$ cat config.mk
export PLATFORM = sky130hd
export DESIGN_NAME = link_train_seq
export DESIGN_NICKNAME = d
export VERILOG_FILES = /design/src/rtl/link_train_pkg.sv /design/src/rtl/lt_wait_timer.sv /design/src/rtl/lt_lane_eval.sv /design/src/rtl/link_train_seq.sv
export SDC_FILE = /design/constraint.sdc
export NUM_CORES = 1
export LEC_CHECK = 0
export ABC_AREA = 1
export BUFFER_PORTS_ARGS = -buffer_cell sky130_fd_sc_hd__buf_4
export CAP_MARGIN = 20
export CELL_PAD_IN_SITES_DETAIL_PLACEMENT = 2
export CELL_PAD_IN_SITES_GLOBAL_PLACEMENT = 2
export CORE_MARGIN = 2
export CORE_UTILIZATION = 31
export CTS_CLUSTER_DIAMETER = 150
export DETAILED_ROUTE_END_ITERATION = 12
export GPL_TIMING_DRIVEN = 0
export PLACE_DENSITY_LB_ADDON = 0.1
export RECOVER_POWER = 25
export SETUP_SLACK_MARGIN = 0.2
export SLEW_MARGIN = 5
export SYNTH_ARGS = -nofsm -noshare
export SYNTH_HDL_FRONTEND = slang
export SYNTH_SLANG_ARGS = --single-unit
$ cat constraint.sdc
create_clock -name clk_i -period 5.5 [get_ports clk_i]
set_input_delay 1.1 -clock clk_i [delete_from_list [all_inputs] [get_ports clk_i]]
set_output_delay 1.1 -clock clk_i [all_outputs]
set_load 0.02 [all_outputs]
$ cat src/rtl/link_train_pkg.sv
package link_train_pkg;
  localparam int STAT_W    = 48;
  localparam int BIT_CR    = 0;
  localparam int BIT_EQ    = 1;
  localparam int BIT_SYM   = 2;
  localparam int BIT_ALIGN = 16;
  localparam int MS_PER_RD = 4000;  // us per read-interval unit

  typedef enum logic [1:0] {
    PAT_OFF = 2'd0, PAT_1 = 2'd1, PAT_2 = 2'd2, PAT_3 = 2'd3
  } pat_e;

  typedef enum logic [3:0] {
    ST_IDLE, ST_CR_DRV, ST_CR_WAIT, ST_CR_RD,
    ST_EQ_DRV, ST_EQ_WAIT, ST_EQ_RD, ST_FIN
  } lt_state_e;
endpackage

$ cat src/rtl/lt_wait_timer.sv
module lt_wait_timer #(
  parameter int CW = 32
) (
  input  logic          clk_i,
  input  logic          rst_ni,
  input  logic          go_i,
  input  logic [CW-1:0] load_i,
  output logic          expire_o
);
  logic [CW-1:0] cnt_q;
  logic          busy_q;

  always_ff @(posedge clk_i or negedge rst_ni) begin
    if (!rst_ni) begin
      cnt_q  <= '0;
      busy_q <= 1'b0;
    end else if (go_i) begin
      cnt_q  <= load_i;
      busy_q <= 1'b1;
    end else if (busy_q) begin
      cnt_q <= cnt_q - 1'b1;
      if (cnt_q == CW'(1)) busy_q <= 1'b0;
    end
  end

  assign expire_o = busy_q && (cnt_q == CW'(1));

  p_load_nonzero_r2: assert property (@(posedge clk_i) disable iff (!rst_ni)
    go_i |-> load_i != '0);
  p_expire_once_r2: assert property (@(posedge clk_i) disable iff (!rst_ni)
    expire_o |=> !expire_o);
endmodule

$ cat src/rtl/lt_lane_eval.sv
module lt_lane_eval
  import link_train_pkg::*;
#(
  parameter int NUM_LANES = 4,
  localparam int LCW = $clog2(NUM_LANES + 1)
) (
  input  logic [STAT_W-1:0]    stat_i,
  input  logic [LCW-1:0]       lane_cnt_i,
  input  logic [NUM_LANES-1:0] max_swing_i,
  output logic                 cr_all_o,
  output logic                 eq_all_o,
  output logic                 abort_o
);
  logic [NUM_LANES-1:0] cr_ok, full_ok;

  for (genvar l = 0; l < NUM_LANES; l++) begin : g_lane
    localparam int BASE = (l / 2) * 8 + (l % 2) * 4;
    logic [3:0] nib;
    logic       act;
    assign nib        = stat_i[BASE +: 4];
    assign act        = LCW'(l) < lane_cnt_i;
    assign cr_ok[l]   = !act || nib[BIT_CR];
    assign full_ok[l] = !act || (nib[BIT_CR] && nib[BIT_EQ] && nib[BIT_SYM]);
  end

  // only the lowest failing lane decides abort
  always_comb begin
    logic found;
    found   = 1'b0;
    abort_o = 1'b0;
    for (int l = 0; l < NUM_LANES; l++) begin
      if (!found && !cr_ok[l]) begin
        found   = 1'b1;
        abort_o = max_swing_i[l];
      end
    end
  end

  assign cr_all_o = &cr_ok;
  assign eq_all_o = stat_i[BIT_ALIGN] && (&full_ok);
endmodule

$ cat src/rtl/link_train_seq.sv
module link_train_seq
  import link_train_pkg::*;
#(
  parameter int NUM_LANES    = 4,
  parameter int CYC_PER_US   = 50,
  parameter int CR_WAIT_US   = 100,
  parameter int EQ_WAIT_US   = 400,
  parameter int MAX_CR_TRIES = 5,
  parameter int MAX_EQ_TRIES = 5,
  localparam int LCW   = $clog2(NUM_LANES + 1),
  localparam int TRY_W = $clog2(MAX_CR_TRIES + MAX_EQ_TRIES + 2),
  localparam int TW    = 32
) (
  input  logic                 clk_i,
  input  logic                 rst_ni,
  input  logic                 start_i,
  input  logic [LCW-1:0]       lane_cnt_i,
  input  logic                 tps3_cap_i,
  input  logic [7:0]           rd_interval_i,
  output logic [1:0]           pattern_o,
  output logic                 pat_we_o,
  output logic                 drive_req_o,
  input  logic                 drive_ack_i,
  input  logic [1:0]           lane0_swing_i,
  input  logic [NUM_LANES-1:0] max_swing_i,
  output logic                 stat_req_o,
  input  logic                 stat_vld_i,
  input  logic [STAT_W-1:0]    stat_i,
  output logic                 done_o,
  output logic                 pass_o,
  output logic                 fail_o
);
  lt_state_e            state_q;
  logic [LCW-1:0]       lanes_q;
  logic                 tps3_q, res_q;
  logic [7:0]           rdint_q;
  logic [1:0]           swing_q, swing_ref_q;
  logic [NUM_LANES-1:0] maxf_q;
  logic [TRY_W-1:0]     tries_q, t_cr, t_eq;
  logic                 cr_all, eq_all, abort_hit, expire, tmr_go, wait_eq;
  logic [TW-1:0]        wait_us, wait_cyc;

  lt_lane_eval #(.NUM_LANES(NUM_LANES)) u_eval (
    .stat_i     (stat_i),
    .lane_cnt_i (lanes_q),
    .max_swing_i(maxf_q),
    .cr_all_o   (cr_all),
    .eq_all_o   (eq_all),
    .abort_o    (abort_hit)
  );

  assign drive_req_o = (state_q == ST_CR_DRV) || (state_q == ST_EQ_DRV);
  assign stat_req_o  = (state_q == ST_CR_RD)  || (state_q == ST_EQ_RD);

  // timer starts on drive ack, or straight from a passing CR read
  assign tmr_go  = (drive_req_o && drive_ack_i) ||
                   (state_q == ST_CR_RD && stat_vld_i && cr_all);
  assign wait_eq = (state_q != ST_CR_DRV);
  assign wait_us = (rdint_q != 8'd0) ? TW'(rdint_q) * TW'(MS_PER_RD)
                 : (wait_eq ? TW'(EQ_WAIT_US) : TW'(CR_WAIT_US));
  assign wait_cyc = wait_us * TW'(CYC_PER_US);

  lt_wait_timer #(.CW(TW)) u_tmr (
    .clk_i   (clk_i),
    .rst_ni  (rst_ni),
    .go_i    (tmr_go),
    .load_i  (wait_cyc),
    .expire_o(expire)
  );

  assign t_cr = (swing_q != swing_ref_q) ? TRY_W'(1) : tries_q + 1'b1;
  assign t_eq = tries_q + 1'b1;

  always_ff @(posedge clk_i or negedge rst_ni) begin
    if (!rst_ni) begin
      state_q     <= ST_IDLE;
      lanes_q     <= '0;
      tps3_q      <= 1'b0;
      rdint_q     <= '0;
      swing_q     <= '0;
      swing_ref_q <= '0;
      maxf_q      <= '0;
      tries_q     <= '0;
      res_q       <= 1'b0;
      pattern_o   <= PAT_OFF;
      pat_we_o    <= 1'b0;
      done_o      <= 1'b0;
      pass_o      <= 1'b0;
      fail_o      <= 1'b0;
    end else begin
      pat_we_o <= 1'b0;
      done_o   <= 1'b0;
      unique case (state_q)
        ST_IDLE: if (start_i) begin
          lanes_q     <= lane_cnt_i;
          tps3_q      <= tps3_cap_i;
          rdint_q     <= rd_interval_i;
          swing_q     <= '0;
          swing_ref_q <= '0;
          maxf_q      <= '0;
          tries_q     <= '0;
          pass_o      <= 1'b0;
          fail_o      <= 1'b0;
          pattern_o   <= PAT_1;
          pat_we_o    <= 1'b1;
          state_q     <= ST_CR_DRV;
        end
        ST_CR_DRV: if (drive_ack_i) begin
          swing_q <= lane0_swing_i;
          maxf_q  <= max_swing_i;
          state_q <= ST_CR_WAIT;
        end
        ST_CR_WAIT: if (expire) state_q <= ST_CR_RD;
        ST_CR_RD: if (stat_vld_i) begin
          if (cr_all) begin
            pattern_o <= tps3_q ? PAT_3 : PAT_2;
            pat_we_o  <= 1'b1;
            tries_q   <= '0;
            state_q   <= ST_EQ_WAIT;
          end else if (abort_hit || int'(t_cr) >= MAX_CR_TRIES) begin
            pattern_o <= PAT_OFF;
            pat_we_o  <= 1'b1;
            res_q     <= 1'b0;
            state_q   <= ST_FIN;
          end else begin
            swing_ref_q <= swing_q;
            tries_q     <= t_cr;
            state_q     <= ST_CR_DRV;
          end
        end
        ST_EQ_DRV: if (drive_ack_i) state_q <= ST_EQ_WAIT;
        ST_EQ_WAIT: if (expire) state_q <= ST_EQ_RD;
        ST_EQ_RD: if (stat_vld_i) begin
          if (eq_all || !cr_all || int'(t_eq) > MAX_EQ_TRIES) begin
            pattern_o <= PAT_OFF;
            pat_we_o  <= 1'b1;
            res_q     <= eq_all;
            state_q   <= ST_FIN;
          end else begin
            tries_q <= t_eq;
            state_q <= ST_EQ_DRV;
          end
        end
        ST_FIN: begin
          done_o  <= 1'b1;
          pass_o  <= res_q;
          fail_o  <= !res_q;
          state_q <= ST_IDLE;
        end
        default: state_q <= ST_IDLE;
      endcase
    end
  end

  p_req_excl_r11: assert property (@(posedge clk_i) disable iff (!rst_ni)
    !(drive_req_o && stat_req_o));
  p_drv_hold_r11: assert property (@(posedge clk_i) disable iff (!rst_ni)
    drive_req_o && !drive_ack_i |=> drive_req_o);
  p_stat_hold_r11: assert property (@(posedge clk_i) disable iff (!rst_ni)
    stat_req_o && !stat_vld_i |=> stat_req_o);
  p_done_pulse_r10: assert property (@(posedge clk_i) disable iff (!rst_ni)
    done_o |=> !done_o);
  p_verdict_r10: assert property (@(posedge clk_i) disable iff (!rst_ni)
    done_o |-> (pass_o != fail_o) && pattern_o == PAT_OFF);
  p_off_then_done_r10: assert property (@(posedge clk_i) disable iff (!rst_ni)
    pat_we_o && pattern_o == PAT_OFF |=> done_o);
  p_eq_no_drive_r7: assert property (@(posedge clk_i) disable iff (!rst_ni)
    pat_we_o && pattern_o[1] |-> !drive_req_o);
endmodule

# Word-level counts from Yosys, hierarchy flattened
# Cells that the tools add are included.
dict set report classes {
  addsub 2
  mul 2
  n_lt_le_gt_ge 6
  n_eq_ne 24
  n_mux 67
  n_reduce_logical 59
}
# cell count
set ops {}
lappend ops {{$mux W32} 2}
lappend ops {{$mux W4} 15}
lappend ops {{$eq A32 B1 Y1 const B} 1}
lappend ops {{$sub A32 B1 Y32 const B} 1}
lappend ops {{$pmux W4 S7} 1}
lappend ops {{$mul A20 B5 Y25 const B} 1}
lappend ops {{$mux W1} 24}
lappend ops {{$mux W2} 12}
lappend ops {{$mux W20} 1}
lappend ops {{$ne A2 B2 Y1 const B} 10}
lappend ops {{$reduce_and A6 Y1} 3}
lappend ops {{$eq A4 B3 Y1 const B} 4}
lappend ops {{$logic_and A1 B1 Y1} 16}
lappend ops {{$mul A8 B7 Y15 const B} 1}
lappend ops {{$logic_or A1 B1 Y1} 14}
lappend ops {{$pmux W4 S3} 1}
lappend ops {{$logic_not A1 Y1} 11}
lappend ops {{$reduce_bool A2 Y1} 5}
lappend ops {{$mux W9} 1}
lappend ops {{$eq A4 B2 Y1 const B} 2}
lappend ops {{$pmux W2 S2} 2}
lappend ops {{$pmux W4 S2} 1}
lappend ops {{$reduce_and A4 Y1} 2}
lappend ops {{$reduce_bool A8 Y1} 1}
lappend ops {{21 further kinds} 28}
dict set report word_totals {
  register_bits 68
  inputBits 71
  out_inout_bits 8
  word_cells 176
}

# Logic depth before layout (Yosys ltp)
# Gate-level depths: netlist of run 1.
dict set report logic_depth {
  depth_word 17
  depth_mapped 32
  ltp_nobuf 32
}

# By module
# From an unflattened synthesis of run 1, not the netlist that was laid out.
dict set report unflattened {
  cells_unflattened 1062
  hier_area_um2 7551.0
}
# mod n_inst cells_per_inst area_each_um2 seq_area_each_um2
set by_module_without_submodules {}
lappend by_module_without_submodules {link_train_seq 1 686 5044.8 850.8}
lappend by_module_without_submodules {lt_wait_timer 1 338 2319.7 825.8}
lappend by_module_without_submodules {lt_lane_eval 1 38 186.4 0.0}

# Least setup slack after synthesis of run 1
# Ideal clock, no wire load.
dict set report synth_path {
  kind {reg-to-reg}
  from {register rdint_q[1]}
  to {register u_tmr.cnt_q[24]}
  setup_time_ns 0.117
  arrival_time_ns 5.816
  required_time_ns 5.383
  setup_slack_ns -0.433
  stages_incl_launch_ff 29
  path_buffers 0
  period_less_slack_ns 5.933
  cell_sequence {dfrtp_1 > fa_1 > inv_1 > fa_1 > fa_1 > fa_1 > inv_1 > ha_1 > a21oi_1 > o21ai_0 > a21oi_1 > o21ai_0 > nand2_1 > nand2_1 > nor2_1 > ha_1 > ha_1 > inv_1 > fa_1 > inv_1 > ha_1 > a21oi_1 > o21ai_0 > a21oi_1 > nand2_1 > nand2_1 > nand3_1 > nand2_1 > nand2_1}
}
dict set report synth_via {
  elab_chain_len 4
  word_cells_on_any_way 5
  classes_between {2 x mul; 2 x mux; 1 x reduce/logical}
}
# element line
set synth_rtl {}
lappend synth_rtl {{from (decl)} link_train_seq.sv:36} ;# logic [7:0] rdint_q;
lappend synth_rtl {{from (signal assigned)} link_train_seq.sv:97} ;# rdint_q <= rd_interval_i;
lappend synth_rtl {{$mul A8 B7 Y15 / $reduce_bool A8 Y1 (equally long branches)} link_train_seq.sv:59} ;# assign wait_us = (rdint_q != 8'd0) ? TW'(rdint_q) * TW'(MS_PER_RD)
lappend synth_rtl {{$mux W20 *} link_train_seq.sv:59}
lappend synth_rtl {{$mul A20 B5 Y25 *} link_train_seq.sv:61} ;# assign wait_cyc = wait_us * TW'(CYC_PER_US);
lappend synth_rtl {{$mux W32 *} lt_wait_timer.sv:17} ;# end else if (go_i) begin
lappend synth_rtl {{to (signal assigned)} lt_wait_timer.sv:18} ;# cnt_q <= load_i;
lappend synth_rtl {{to (signal assigned)} lt_wait_timer.sv:21} ;# cnt_q <= cnt_q - 1'b1;
lappend synth_rtl {{to (decl)} lt_wait_timer.sv:10} ;# logic [CW-1:0] cnt_q;
# Mark *: on every way between the ends. The rest lies on a longest branch, timed or not.
# A chain may end at the register's enable or synchronous reset.

# Worst setup path after layout of run 1
dict set report layout_path {
  from {register rdint_q[1]}
  to {register u_tmr.cnt_q[23]}
}
# The elaborated chain is that of the path after synthesis.

==> results of run 1 <==
==> what timing repair did <==
item | in CTS | in global routing
hold buffers | 0 | 0
resized for setup | 140 | 64
buffers inserted | 34 | 13
pin swaps | 64 | 46
setup endpoints to repair | 14 | 14
==> cells by family (layout without fill, tap and decap cells) <==
| kind of cell | Yosys count | after routing | share of synthesized area, % |
|---|---|---|---|
| AND/OR/NAND/NOR | 543 | 543 | 30.9 |
| buffers and inverters | 197 | 303 | 10.4 |
| adder cells (fa/ha/maj) | 129 | 129 | 24.7 |
| AO/OA/AOI/OAI | 109 | 109 | 7.82 |
| flip-flops | 67 | 67 | 22.3 |
| XOR/XNOR | 30 | 30 | 3.50 |
| multiplexers | 2 | 2 | 0.300 |
| other | 1 | 1 | 0.0500 |
==> area by class of cell <==
type	count	area, µm²
well taps	319	399
plain buffers	13	86.3
flip-flops and latches	67	1690
clock buffers	10	239
inverters	184	718
repair buffers	90	696
multi-input cells	814	6140
clock inverters	6	71.3
fillers	2772	13600
==> through the flow <==
step	setup TNS, ns	cells	worst slack [ns]	utilization [%]	hold slack (ns)
5_1_grt	-8.40	1503	-0.838	42.5	0.529
2_1_floorplan	-0.251	1078	-0.0977	-	0.457
3_5_place_dp	-8.10	1440	-0.999	35.8	0.483
6_report	-4.39	1503	-0.519	42.5	0.488
4_1_cts	-3.38	1490	-0.428	40.8	0.498
3_3_place_gp	-6.37	1440	-0.820	35.8	0.471
==> path summary, 6_finish.rpt <==
| kind | to | from | slack (ns) | cells after the start |
|---|---|---|---|---|
| worst min-delay path | pattern_o[0] | pattern_o[0] | 0.49 | 2 |
| worst min register to register | pattern_o[0] | pattern_o[0] | 0.49 | 2 |
| max in group asynchronous | rdint_q[2] | rst_ni | 0.84 | 1 |
| worst max register to register | u_tmr.cnt_q[23] | rdint_q[1] | -0.52 | 29 |
| worst max-delay path | u_tmr.cnt_q[23] | rdint_q[1] | -0.52 | 29 |
| min in group asynchronous | u_tmr.cnt_q[17] | rst_ni | 2.13 | 1 |
==> routing by layer <==
metal  share of wire [%]  vias up
met5                   0        -
met4                0.73        0
met3                 2.2       13
met2                  52       72
met1                  45     3605
li1                    -     3620
==> state kept, by name, summed over array words and instances, names as in the netlist, 2 cells and up <==
| signal | count |
|---|---|
| swing_ref_q | 2 |
| swing_q | 2 |
| state_q | 3 |
| tries_q | 4 |
| maxf_q | 4 |
| u_tmr.cnt_q | 32 |
| pattern_o | 2 |
| rdint_q | 8 |
| lanes_q | 3 |
==> worst max-delay path: cells and delay by family (launching register included) <==
kind / cells / cell delay [ns]
buf+inv: 5 / 0.29
compound gates: 5 / 0.66
simple gates: 9 / 0.98
flops: 1 / 0.45
fa+ha+maj: 9 / 3.33
xor+xnor: 1 / 0.22
==> cell usage in the layout, fill, tap and decap left out, drive strengths merged, types with 4 or more instances in the layout <==
cell type,Yosys,routed
a21oi,55,55
buf,9,98
clkbuf,4,15
dfrtp,67,67
fa,32,32
ha,97,97
inv,184,186
nand2,271,271
nand3,88,88
nand3b,9,9
nand4,17,17
nor2,136,136
nor3,15,15
o211ai,4,4
o21ai,44,44
or2,6,6
xnor2,9,9
xor2,21,21
==> results.md, run 1 <==
* # rows at 56
* Total gr overflow at 0
* Critical Path Most Common Cell: fa_1
* Iter 0 DRT Violations at 191
* Initial antenna violation count at 0
* Commonest cells in the synthesized netlist: 265 x nand2_1, 182 x inv_1, 130 x nor2_1, 97 x ha_1, 86 x nand3_1
* Core box area at 23600 µm²
* Synth top area cells: dfrtp_1 22%, ha_1 16%, nand2_1 13%
* Area Growth Syn to Fin at 33.8%
* Seq/Total Area, Yosys at 22.3%
* Fmax at 166 MHz
* Largest net degree at the start of global routing at 68
* Synthesized net count at 1278
* Post-synth EDFFs at 0
* Die Wd at 160 µm
* Avg Cell Area, Syn at 6.96 µm²
* Initial Util at 31.8%
* Clk sinks at 67
* IO Pins at 79
* Critical path capture point type: register
* M1 GR Usage at 26.1%
* WL final at 26000 µm
* RSZ-0062 raised after global routing: true
* Clk_skew at 0.00982 ns
* # nets final at 1379
* MaxCap Viol Count at 1
* CP max-delay cell: fa_1
* Yosys top cell by area: dfrtp_1
* Ys async rst share at 100%
* Failing checks: max-capacitance violations, max-slew violations, negative setup slack
* Share of the synthesized area in the top cell type at 22.3%
* Gr usage total at 20.5%
* Worst slew pin tran at 3.94 ns
* Synth cell types at 37
* Fin area at 10000 µm²
* Layout cells sized above 1 at 27.6%
* Critical Path RT at 5.77 ns
* Primary FF master, synth: dfrtp_1
* Cell Area, Placed at 8450 µm²
* Met2 Usage GRT at 37.4%
* Yosys warns at 0
* Die area at 25500 µm²
* Post-DP HPWL at 19600 µm
* CP arrival at 6.29 ns
* CTS Buf Count at 9
* Largest buffer count on any clock path at 2
* Antenna diode count at 0
* #FFs+latches synth at 67
* CTS tree: yes
* Relative slew slack at -163%
* First-pass GRT wire length at 42300 µm
* Post-Syn Instances at 1078
* Vias in the first global route at 8346
* Setup ws final at -0.519 ns
* Port Buf Inserts at 43
* Crit Path Class: register to register
* Final setup viols at 11
* Period utilization at 109%
* Hold Fails Final Rpt at 0
* Delay of the slowest critical-path stage at 0.61 ns
* CP max FO at 4
* Drt drc at 0
* Met3 Resource Use GR at 3.13%
* Reg clk slew, reported paths at 0.06 ns
* Post-DR wirelength/cell at 17.3 µm
* Most common cell in the netlist: nand2_1
* H-tree depth reported by CTS at 3
* Die Ht at 160 µm
* Status: finished, violations left
* Detailed-route vias per instance at 4.86
* Min-Delay Path Class: register to register
* Minimum clock period at 6.02 ns
* Critical Path Start Type: register
* Slew Viols, Final at 68
* Mapped Area at 7500 µm²
* Worst-skew pair later-pin latency at 0.34 ns
* Antenna viol nets, final at 0
* Gr busiest metal: met2
* Total number of vias at 7310
* GPL Wtd Cong at 0.779
* Pre-antenna DRT Iters at 4
* Root Buffer: clkbuf_16
Power of run 1 is left out: the tool's default activity adds up to more than one toggle a clock period on the data nets, which glitch-free logic cannot reach.
==> inputs of run 2 (changes only) <==
PLACE_DENSITY = 0.89   (was unset)
PLACE_DENSITY_LB_ADDON = unset   (was 0.1)
SYNTH_HIERARCHICAL = 1   (was unset)
==> run 2 against run 1 <==
  * Routed wire length is 65% higher
  * Fmax is 8.1% lower
  * Count of clock-buffer cells in the layout is 3 higher
  * Non-clock buffer count down 3
  * Sequential share of layout area up 0.32 points
  * Worst hold slack improved by 0.0053 ns
  * Clock skew rose by 0.0069 ns
  * The run still ends with max-capacitance violations, max-slew violations, negative setup slack left
  * Core utilization decreased by 1.6 points
  * Final cell count shrank 0.33%
  * Critical endpoint is now u_tmr/cnt_q[20]
  * First-iteration DRC count increased to 2.9 times the previous value
  * Critical path depth shrank 3
  * Largest cell class unchanged
==> results.md, run 2 <==
* RR Startpoint: rdint_q[0] (was rdint_q[1])
* Most flops, register: u_tmr/cnt_q (was u_tmr.cnt_q)
* Root Buffer: clkbuf_16 (unchanged)
* Period utilization at 119% (was 109%)
* Avg Cell Area, Syn at 7.11 µm² (was 6.96 µm²)
* Initial antenna violation count at 0 (unchanged)
* CTS tree: yes (unchanged)
* Clk_skew at 0.0167 ns (was 0.00982 ns)
* Die area at 25600 µm² (was 25500 µm²)
* CTS Hold Bufs at 0 (unchanged)
* CP arrival at 6.79 ns (was 6.29 ns)
* Min-Delay Path Class: register to register (unchanged)
* Most common cell in the netlist: nand2_1 (unchanged)
* Post-synth EDFFs at 0 (unchanged)
* Ys async rst share at 100% (unchanged)
* Vias in the first global route at 9861 (was 8346)
* Largest buffer count on any clock path at 2 (unchanged)
* Placed cell count at 1438 (was 1440)
* #FFs+latches synth at 67 (unchanged)
* WL final at 42900 µm (was 26000 µm)
* Seq/Total Area, Yosys at 22.2% (was 22.3%)
* Area Growth Syn to Fin at 30.6% (was 33.8%)
* Worst Setup EP: u_tmr/cnt_q[20] (was u_tmr.cnt_q[23])
* Setup ws final at -1.05 ns (was -0.519 ns)
* First-pass GRT wire length at 60800 µm (was 42300 µm)
* Die Wd at 160 µm (about the same)
* MaxCap Viol Count at 1 (unchanged)
* Gr usage total at 31.1% (was 20.5%)
* Post-Syn Instances at 1062 (was 1078)
* Commonest cells in the synthesized netlist: 245 x nand2_1, 188 x inv_1, 123 x nor2_1, 96 x ha_1, 76 x nand3_1 (was 265 x nand2_1, 182 x inv_1, 130 x nor2_1, 97 x ha_1, 86 x nand3_1)
* Non-filler cells, final at 1498 (was 1503)
* Total gr overflow at 0 (unchanged)
* Largest regs: u_tmr/cnt_q (32), rdint_q (8) (was u_tmr.cnt_q (32), rdint_q (8))
* Max reg flops at 32 (unchanged)
* Antenna diode count at 0 (unchanged)
* H-tree depth reported by CTS at 3 (unchanged)
* Clk sinks at 67 (unchanged)
* Total number of vias at 8743 (was 7310)
* Post-DR wirelength/cell at 28.6 µm (was 17.3 µm)
* R2R Setup Slk at -1.05 ns (was -0.52 ns)
* Crit Path Class: register to register (unchanged)
* CTS Buf Count at 9 (unchanged)
* Synth top area cells: dfrtp_1 22%, ha_1 16%, nand2_1 12% (was dfrtp_1 22%, ha_1 16%, nand2_1 13%)
* FF-to-FF End: u_tmr/cnt_q[20] (was u_tmr.cnt_q[23])
* Failing checks: max-capacitance violations, max-slew violations, negative setup slack (unchanged)
* Final setup viols at 14 (was 11)
* Status: finished, violations left (unchanged)
* IO Pins at 79 (unchanged)
* # rows at 57 (was 56)
* Fmax at 153 MHz (was 166 MHz)
* Hold Fails Final Rpt at 0 (unchanged)
* Initial Util at 31.3% (was 31.8%)
* Yosys warns at 6 (was 0)
* Core box area at 24100 µm² (was 23600 µm²)
* Yosys top cell by area: dfrtp_1 (unchanged)
* Slew Viols, Final at 68 (unchanged)
* Critical path capture point type: register (unchanged)
* RSZ-0062 raised after global routing: true (unchanged)
* Drt drc at 0 (unchanged)
* Most frequent cells in the layout: 214 x nand2_1, 163 x inv_1, 103 x nor2_1 (was 224 x nand2_1, 151 x inv_1, 119 x nor2_1)
* Iter 0 DRT Violations at 549 (was 191)
* Post-DP HPWL at 22400 µm (was 19600 µm)
* Largest net degree at the start of global routing at 68 (unchanged)
* Commonest non-fill, non-tap cell in the layout: nand2_1 (unchanged)
* Mapped Area at 7550 µm² (was 7500 µm²)
* Reg clk slew, reported paths at 0.07 ns (was 0.06 ns)
* Layout cells sized above 1 at 26.6% (was 27.6%)
* Critical Path RT at 5.74 ns (was 5.77 ns)
* # nets final at 1369 (was 1379)
* CP max FO at 6 (was 4)
* Detailed-route vias per instance at 5.84 (was 4.86)
* Synth cell types at 42 (was 37)
* Start point of the critical path: rdint_q[0] (was rdint_q[1])
* Antenna viol nets, final at 0 (unchanged)
* Primary FF master, synth: dfrtp_1 (unchanged)
* Minimum clock period at 6.55 ns (was 6.02 ns)
* GPL Wtd Cong at 0.794 (was 0.779)
* Pre-antenna DRT Iters at 5 (was 4)
* Reg2reg path depth at 26 (was 29)
* Critical Path Start Type: register (unchanged)
* Worst slew pin tran at 4.15 ns (was 3.94 ns)
* Worst-skew pair later-pin latency at 0.36 ns (was 0.34 ns)
* Port Buf Inserts at 43 (unchanged)
* Relative slew slack at -177% (was -163%)
* Die Ht at 160 µm (about the same)
* Share of the synthesized area in the top cell type at 22.2% (was 22.3%)
run 2: routing by layer:
layer / wire length, µm / track usage [%] / vias up
li1: - / - / 3586
met1: 15400 / 32.7 / 4426
met2: 21500 / 57.9 / 478
met3: 2410 / 4.88 / 253
met4: 3530 / 19.3 / 0
met5: 0 / 0 / -
run 2: worst min path at each step:
stage / to / slack, ns / from / cells past startpoint
after floorplan: res_q / 0.46 / res_q / 2
final: pattern_o[0] / 0.49 / pattern_o[0] / 2
after CTS: pattern_o[0] / 0.50 / pattern_o[0] / 2
after detailed placement: pattern_o[0] / 0.48 / pattern_o[0] / 2
after global placement: pattern_o[0] / 0.47 / pattern_o[0] / 2
after global routing: pattern_o[0] / 0.52 / pattern_o[0] / 2
run 2: kinds of logic (layout without fill, tap and decap cells):
kind of cell,Yosys count,in the layout,synth area share (%)
XOR/XNOR,26,26,3.02
other,2,11,0.0995
AND/OR/NAND/NOR,507,507,29.3
buffers and inverters,202,305,10.2
AO/OA/AOI/OAI,126,126,10.2
flip-flops,67,67,22.2
multiplexers,4,4,0.596
adder cells (fa/ha/maj),128,128,24.4
run 2: worst max-delay path: stages, from the launching register on:
cell and delay (ns):
dfrtp_2 0.46, fa_2 0.61, xor2_1 0.18, ha_1 0.27, fa_1 0.56, inv_2 0.06, fa_1 0.50, inv_2 0.05
ha_4 0.25, a21oi_4 0.19, nand2_4 0.10, and2_1 0.20, nor3_4 0.31, ha_1 0.34, ha_4 0.29, inv_1 0.05
fa_1 0.54, inv_2 0.09, ha_4 0.35, nand2_2 0.11, nor2_2 0.16, a21boi_4 0.22, nor2_1 0.07, nand2_1 0.07
nand2_1 0.09, a22oi_1 0.20, nand2_1 0.08
run 2: area by class of cell:
cell class	count	area [µm²]
Tap cell	324	405
Timing Repair Buffer	88	692
Clock buffer	13	270
Clock inverter	2	35.0
Multi-Input combinational cell	802	5980
Inverter	190	728
Buffer	12	60.1
Fill cell	2789	14200
Sequential cell	67	1690
run 2: stage by stage:
stage | hold WS (ns) | cell area [µm²] | util, % | setup slack (ns) | setup TNS [ns]
after floorplan | 0.457 | 7740 | - | -0.188 | -0.719
after global placement | 0.465 | 8470 | 35.2 | -0.778 | -5.52
after detailed placement | 0.477 | 8470 | 35.2 | -1.23 | -11.92
after CTS | 0.499 | 9530 | 39.5 | -0.625 | -5.66
after global routing | 0.517 | 9860 | 40.9 | -1.17 | -12.73
final | 0.494 | 9860 | 40.9 | -1.05 | -11.44
run 2: repair_timing:
item                                    CTS  global route
endpoints found under the setup margin   15            15
gates resized for setup                 122            59
pin swaps                                46            15
buffers inserted                         35            10
endpoints found under the hold margin     0             0
Power of run 2 is left out for the same reason.
